<file path="config.mk">
export PLATFORM = sky130hd
export DESIGN_NAME = dir_home_ctrl
export DESIGN_NICKNAME = d
export VERILOG_FILES = /design/src/rtl/dir_home_ctrl.sv
export SDC_FILE = /design/constraint.sdc
export NUM_CORES = 1
export LEC_CHECK = 0
export ABC_AREA = 1
export ABC_CLOCK_PERIOD_IN_PS = 4900
export BUFFER_PORTS_ARGS = -buffer_cell sky130_fd_sc_hd__buf_2
export CAP_MARGIN = 10
export CORE_MARGIN = 2
export CORE_UTILIZATION = 40
export DETAILED_ROUTE_END_ITERATION = 12
export GPL_TIMING_DRIVEN = 0
export PLACE_DENSITY = 0.61
export REMOVE_ABC_BUFFERS = 1
export SYNTH_ARGS = -nofsm -noshare
export SYNTH_HDL_FRONTEND = slang
export SYNTH_SLANG_ARGS = --single-unit
</file>
<file path="constraint.sdc">
create_clock -name clk -period 4.9 [get_ports clk]
set_clock_uncertainty 0.1 [all_clocks]
set_input_delay 0.245 -clock clk [delete_from_list [all_inputs] [get_ports clk]]
set_output_delay 0.245 -clock clk [all_outputs]
set_load 0.005 [all_outputs]
</file>
<file path="src/rtl/dir_home_ctrl.sv">
module dir_home_ctrl #(
  parameter int NPROC     = 4,
  parameter int OFF_W     = 3,
  parameter int HOME_NODE = 2,
  localparam int PW   = (NPROC > 1) ? $clog2(NPROC) : 1,
  localparam int NBLK = 1 << OFF_W,
  localparam int AW   = PW + OFF_W
) (
  input  logic          clk,
  input  logic          rst_n,
  input  logic          req_valid,
  output logic          req_ready,
  input  logic [PW-1:0] req_src,
  input  logic [AW-1:0] req_addr,
  input  logic [1:0]    req_kind,
  output logic          msg_valid,
  output logic [2:0]    msg_kind,
  output logic [PW-1:0] msg_dest,
  output logic [AW-1:0] msg_addr
);
  localparam logic [1:0] ST_UN = 2'd0, ST_SH = 2'd1, ST_EX = 2'd2;
  localparam logic [1:0] K_RD = 2'd0, K_WR = 2'd1, K_WB = 2'd2, K_RSV = 2'd3;
  localparam logic [2:0] M_NONE = 3'd0, M_DATA = 3'd1, M_INV = 3'd2,
                         M_FETCH = 3'd3, M_FINV = 3'd4, M_NACK = 3'd5;

  logic [1:0]       dstate [NBLK];
  logic [NPROC-1:0] dvec   [NBLK];

  logic             p_nack, p_fetch, p_finv, p_data;
  logic [PW-1:0]    p_fdest, p_req;
  logic [NPROC-1:0] p_inv;
  logic [AW-1:0]    p_addr;

  function automatic logic [PW-1:0] low_idx(input logic [NPROC-1:0] v);
    low_idx = '0;
    for (int i = NPROC - 1; i >= 0; i--)
      if (v[i]) low_idx = i[PW-1:0];
  endfunction

  logic [OFF_W-1:0] off;
  logic             home, busy, acc, own;
  logic [1:0]       cur_st;
  logic [NPROC-1:0] cur_vec, rbit;

  assign off     = req_addr[OFF_W-1:0];
  assign home    = req_addr[AW-1:OFF_W] == HOME_NODE[PW-1:0];
  assign cur_st  = dstate[off];
  assign cur_vec = dvec[off];
  assign rbit    = {{(NPROC-1){1'b0}}, 1'b1} << req_src;
  assign own     = cur_vec == rbit;
  assign busy    = p_nack | p_fetch | (|p_inv) | p_data;
  assign req_ready = ~busy;
  assign acc     = req_valid & req_ready;

  always_ff @(posedge clk) begin
    if (!rst_n) begin
      for (int b = 0; b < NBLK; b++) begin
        dstate[b] <= ST_UN;
        dvec[b]   <= '0;
      end
      p_nack <= 1'b0; p_fetch <= 1'b0; p_finv <= 1'b0; p_data <= 1'b0;
      p_fdest <= '0; p_req <= '0; p_inv <= '0; p_addr <= '0;
    end else if (acc) begin
      p_req  <= req_src;
      p_addr <= req_addr;
      if (req_kind != K_RSV) begin
        if (!home) p_nack <= 1'b1;
        else begin
          case (req_kind)
            K_RD: begin
              p_data <= 1'b1;
              if (cur_st == ST_EX && !own) begin
                p_fetch <= 1'b1;
                p_finv  <= 1'b0;
                p_fdest <= low_idx(cur_vec);
                dstate[off] <= ST_SH;
                dvec[off]   <= cur_vec | rbit;
              end else if (cur_st != ST_EX) begin
                dstate[off] <= ST_SH;
                dvec[off]   <= cur_vec | rbit;
              end
            end
            K_WR: begin
              p_data <= 1'b1;
              if (cur_st == ST_EX && !own) begin
                p_fetch <= 1'b1;
                p_finv  <= 1'b1;
                p_fdest <= low_idx(cur_vec);
                dvec[off] <= rbit;
              end else if (cur_st != ST_EX) begin
                p_inv <= cur_vec & ~rbit;
                dstate[off] <= ST_EX;
                dvec[off]   <= rbit;
              end
            end
            K_WB: begin
              if (cur_st == ST_EX && own) begin
                dstate[off] <= ST_UN;
                dvec[off]   <= '0;
              end
            end
            default: ;
          endcase
        end
      end
    end else if (busy) begin
      if (p_nack)       p_nack  <= 1'b0;
      else if (p_fetch) p_fetch <= 1'b0;
      else if (|p_inv)  p_inv   <= p_inv & (p_inv - 1'b1);
      else              p_data  <= 1'b0;
    end
  end

  always_comb begin
    msg_kind = M_NONE;
    msg_dest = p_req;
    if (p_nack) msg_kind = M_NACK;
    else if (p_fetch) begin
      msg_kind = p_finv ? M_FINV : M_FETCH;
      msg_dest = p_fdest;
    end else if (|p_inv) begin
      msg_kind = M_INV;
      msg_dest = low_idx(p_inv);
    end else if (p_data) msg_kind = M_DATA;
  end

  assign msg_valid = busy;
  assign msg_addr  = p_addr;

  AST_DATA_LAST: assert property (@(posedge clk) disable iff (!rst_n)
    msg_valid && msg_kind == M_DATA |=> !msg_valid);
  AST_ACCEPT_MSG: assert property (@(posedge clk) disable iff (!rst_n)
    acc && (req_kind == K_RD || req_kind == K_WR) |=> msg_valid);
  AST_INV_OTHERS: assert property (@(posedge clk) disable iff (!rst_n)
    msg_valid && msg_kind == M_INV |-> msg_dest != p_req);
  AST_WB_SILENT: assert property (@(posedge clk) disable iff (!rst_n)
    acc && req_kind == K_WB && home |=> !msg_valid);

  for (genvar g = 0; g < NBLK; g++) begin : g_chk
    AST_EXCL_ONE: assert property (@(posedge clk) disable iff (!rst_n)
      dstate[g] == ST_EX |-> $countones(dvec[g]) == 1);
    AST_UNC_CLEAR: assert property (@(posedge clk) disable iff (!rst_n)
      dstate[g] == ST_UN |-> dvec[g] == '0);
    AST_SHR_SET: assert property (@(posedge clk) disable iff (!rst_n)
      dstate[g] == ST_SH |-> dvec[g] != '0);
    AST_STATE_LEGAL: assert property (@(posedge clk) disable iff (!rst_n)
      dstate[g] != 2'd3);
  end
endmodule

</file>
Word level (Yosys, flattened, before mapping). Memory sizes are Yosys's and may differ from the RTL's. Index checks and enable logic that the tools add are counted.

Bits in registers: 17. Output and inout bits: 12. Word-level logic and storage cells: 160. Input port bits: 12. Memories kept: 2. Bits in writable memories: 48.

Memories: dvec (words 8, bits a word 4, read ports 1, clocked after Yosys merged registers in 0, write ports 8, line 27) `logic [NPROC-1:0] dvec [NBLK];`; dstate (words 8, bits a word 2, read ports 1, clocked after Yosys merged registers in 0, write ports 8, line 26) `logic [1:0] dstate [NBLK];`.

Shift-type cells: 1. Bitwise operators: 16. Mux-type cells: 95. Reduce and logical (&&, ||, !) cells: 17. Equality and inequality tests: 20. Add/sub/neg operators: 1.

Operators by type and width (count): two-way mux 4 bit (15); two-way mux 1 bit (58); two-way mux 2 bit (16); inequality test 2 bit (second input constant) (9); two-way mux 3 bit (5); inequality test 2 x 1 -> 1 bit (second input constant) (6); AND reduction 6 bit (2); bitwise OR 1 bit (10); AND reduction 9 bit (1); AND 4 bit (2); OR reduction 4 bit (2); AND reduction 7 bit (1); equality test 2 bit (second input constant) (3); nonzero test 2 bit (3); AND reduction 5 bit (1); equality test 4 bit (1); NOT 4 bit (1); bitwise OR 4 bit (1); OR reduction 2 bit (2); << shifter 1 x 2 -> 4 bit (first input constant) (1); subtractor 4 x 1 -> 4 bit (second input constant) (1); AND reduction 3 bit (1); equality test 2 x 1 -> 1 bit (second input constant) (1); logical AND 1 bit (2); 5 further kinds (5).

Depth between registers and ports, before layout.
Word-level depth: 17. Depth in mapped cells: 20. Mapped depth without buffers: 19.

Least setup slack after synthesis. OpenSTA, ideal clock, no wires.

Path kind: input port to flip-flop. Start: input port req_addr[1]. End: memory dvec[2][0] (enable). Library setup time: 0.308 ns. Stages on the path: 18. Path buffers: 1. Path slack: 2.137 ns. Required time: 4.492 ns. Arrival time: 2.355 ns. Cell sequence: buf_4 > nand2_1 > nor2_1 > nand2_1 > nand2_1 > nor2_1 > nand2_1 > inv_1 > ha_1 > nor2_1 > nand2_1 > nor2_1 > nand3_1 > nor2_2 > nor2_4 > nand3_4 > nand2_4 > nand2_1.

RTL lines: from (decl) (line 14) `input logic [AW-1:0] req_addr,`; to (decl) (line 27).

==> impl_metrics.json <==
{
  "pwr-share-seq": 0.445,
  "arrival_ns": 3.16,
  "path_class": "input pin to flip-flop",
  "critPathLaunchType": "input pin",
  "hold_violations": 0,
  "hold_slack_ns": 0.0962,
  "vias": 2987,
  "swShare": 0.355,
  "cts_root_buffer": "clkbuf_8",
  "power.switching_mw": 0.535,
  "clk_transition_reported_paths_ns": 0.07,
  "ys_ff_latch": 65,
  "final_common_cell": "nand2_1",
  "final_cell_count_no_fill": 600,
  "end_kind": "flip-flop",
  "start_util": 0.408,
  "cts_tree": "yes",
  "finalMaxSlewViolations": 0,
  "clockBufferDepth": 2,
  "intPower_mw": 0.973,
  "critPathRequiredTime_ns": 4.85,
  "tightest_slew_ns": 0.837,
  "nets": 504,
  "dieArea_mm2": 0.0101,
  "nFillCells": 912,
  "grt_max_degree": 34,
  "fmax_ghz": 0.311,
  "cts_resized": 0,
  "grt_pass1_vias": 2793,
  "cts-htree-levels": 3,
  "drive_gt1_frac": 0.164,
  "p_per_area_mw_per_mm2": 370,
  "vias_per_cell": 4.98,
  "status": "finished, final reports clean",
  "final_cell_mix": "nand2_1, nor2_1, inv_1, edfxtp_1, buf_2",
  "path_max_fanout": 22,
  "dr.first_iter.drc_count": 119,
  "comb_power_share": 0.283,
  "final_antenna_net_count": 0,
  "num_rows": 35,
  "die_x_um": 100,
  "synth.avg_cell_area_um2": 8.05,
  "dpl_worst_slack_ns": 1.30,
  "relSlewSlack": 0.440,
  "area_delta_synth_final_pct": 9.66,
  "ctsHoldBuffers": 0,
  "insertion_delay_ns": 0.36,
  "remaining_drc_errors": 0,
  "die_y_um": 100,
  "hold_path.class": "input pin to flip-flop",
  "grt_pass1_wl_um": 13400,
  "ys_types": 32,
  "grt_usage": 0.175,
  "dp_hpwl_um": 5780,
  "peakVddDrop_uv": 145,
  "grt_setup_unrepaired": "false",
  "drt_pass1_iterations": 5,
  "wl_per_cell_um": 13.6,
  "cts_made_buffers": 9,
  "placed_cells": 584,
  "layout_min_cycle_time_ns": 3.22,
  "finalWorstSetupSlack_ns": 1.68,
  "final_util": 0.448,
  "post_cts_buffers": 0,
  "yosysSeqAreaShare": 0.479,
  "leakage_nw": 1.97,
  "power_frac_clock": 0.272,
  "antenna_found_initial": 0,
  "fin_crit_sh": 0.657,
  "gp_congestion": 0.878,
  "overflow": 0,
  "ys_warn_count": 0,
  "antenna_cells": 0,
  "postSynthCellCount": 462,
  "routed_wirelength_um": 8140,
  "cap_violations": 0,
  "ios": 24,
  "syn_area_mm2": 0.00372,
  "core_area_mm2": 0.00911,
  "setup_violations": 0,
  "port_buffers": 23,
  "fin_setup_tns_ns": 0,
  "clock-sinks": 65
}
==> logic make-up after synthesis <==
group                      count (synthesis)  share of synthesized area
DFF                                       65                      0.479
buffers and inverters                     68                     0.0750
AOI/OAI and AO/OA                         49                     0.0697
and+or+nand+nor                          272                      0.349
adders and majority gates                  8                     0.0269
==> through the flow <==
step	instance area (um2)	power (mW)
final	4080	1.51
after floorplan	3650	0.963
after CTS	4080	1.52
after detailed placement	3900	1.11
after global routing	4080	1.61
after global placement	3900	1.11
==> synth_stat cells, drive strengths merged <==
cell      n  area, um2
nor3      5       36.3
ha        8        100
dfxtp    17        340
a21oi    22        110
a22oi     2       15.0
inv      55        206
edfxtp   48       1440
o211ai    1       7.51
clkinv    1       3.75
nor4      1       6.26
nor2     84        364
buf       8       53.8
nand3    30        215
o31ai     1       7.51
nand4     3       25.0
nand2   149        652
a22o      1       8.76
clkbuf    4       15.0
o21ai    22        110
==> per-layer routing <==
metal  GRT usage  share of wire  routed length [um]
met4      0.0706          0.014                 115
met3      0.0397          0.039                 318
met1       0.228           0.48                3880
met2       0.281           0.47                3830
met5           0              0                   0
==> registers in the layout, summed over array words and instances (netlist names) <==
signal / cells
dvec: 32
dstate: 16
msg_addr: 5
p_inv: 4
p_fdest: 2
p_req: 2
p_data: 1
p_fetch: 1
p_finv: 1
p_nack: 1
==> layout make-up <==
class / count / area, um2 / share of cell area
repair buffers: 23 / 115 / 0.0282
inverters: 56 / 210 / 0.0515
flip-flops and latches: 65 / 1780 / 0.437
clock buffers: 10 / 128 / 0.0313
well taps: 111 / 139 / 0.0341
clock inverters: 6 / 46.3 / 0.0114
multi-input cells: 329 / 1660 / 0.407
==> power by group through the flow <==
stage / sequential (mW) / combinational [mW] / clock (mW)
floorplan: 0.678 / 0.285 / 0
global placement: 0.682 / 0.423 / 0
detailed placement: 0.684 / 0.428 / 0
CTS: 0.672 / 0.429 / 0.414
global route: 0.678 / 0.495 / 0.439
finish: 0.672 / 0.427 / 0.410
==> worst max-delay path: stages <==
cell and delay (ns):
buf_2 0.36, inv_2 0.29, nor2_2 0.35, nand2_1 0.11, nand2_1 0.08, nor2_1 0.04
nand2_1 0.12, inv_1 0.08, ha_1 0.29, nor2_1 0.11, nand2_1 0.15, nor2_1 0.14
nand3_1 0.10, nor2_2 0.13, nor2_4 0.07, nand3_4 0.21, nand2_4 0.10, nand2_1 0.18
==> path summary, 6_finish.rpt <==
check,startpoint,endpoint,slack (ns),depth (start not counted)
worst max register to register,p_inv[3],dvec[6][0],1.97,9
worst min-delay path,req_addr[3],msg_addr[3],0.1,3
worst min register to register,msg_addr[4],msg_addr[4],0.38,2
worst max-delay path,req_addr[0],dvec[6][0],1.68,18
No activity file was read; power rests on OpenSTA's default activity.
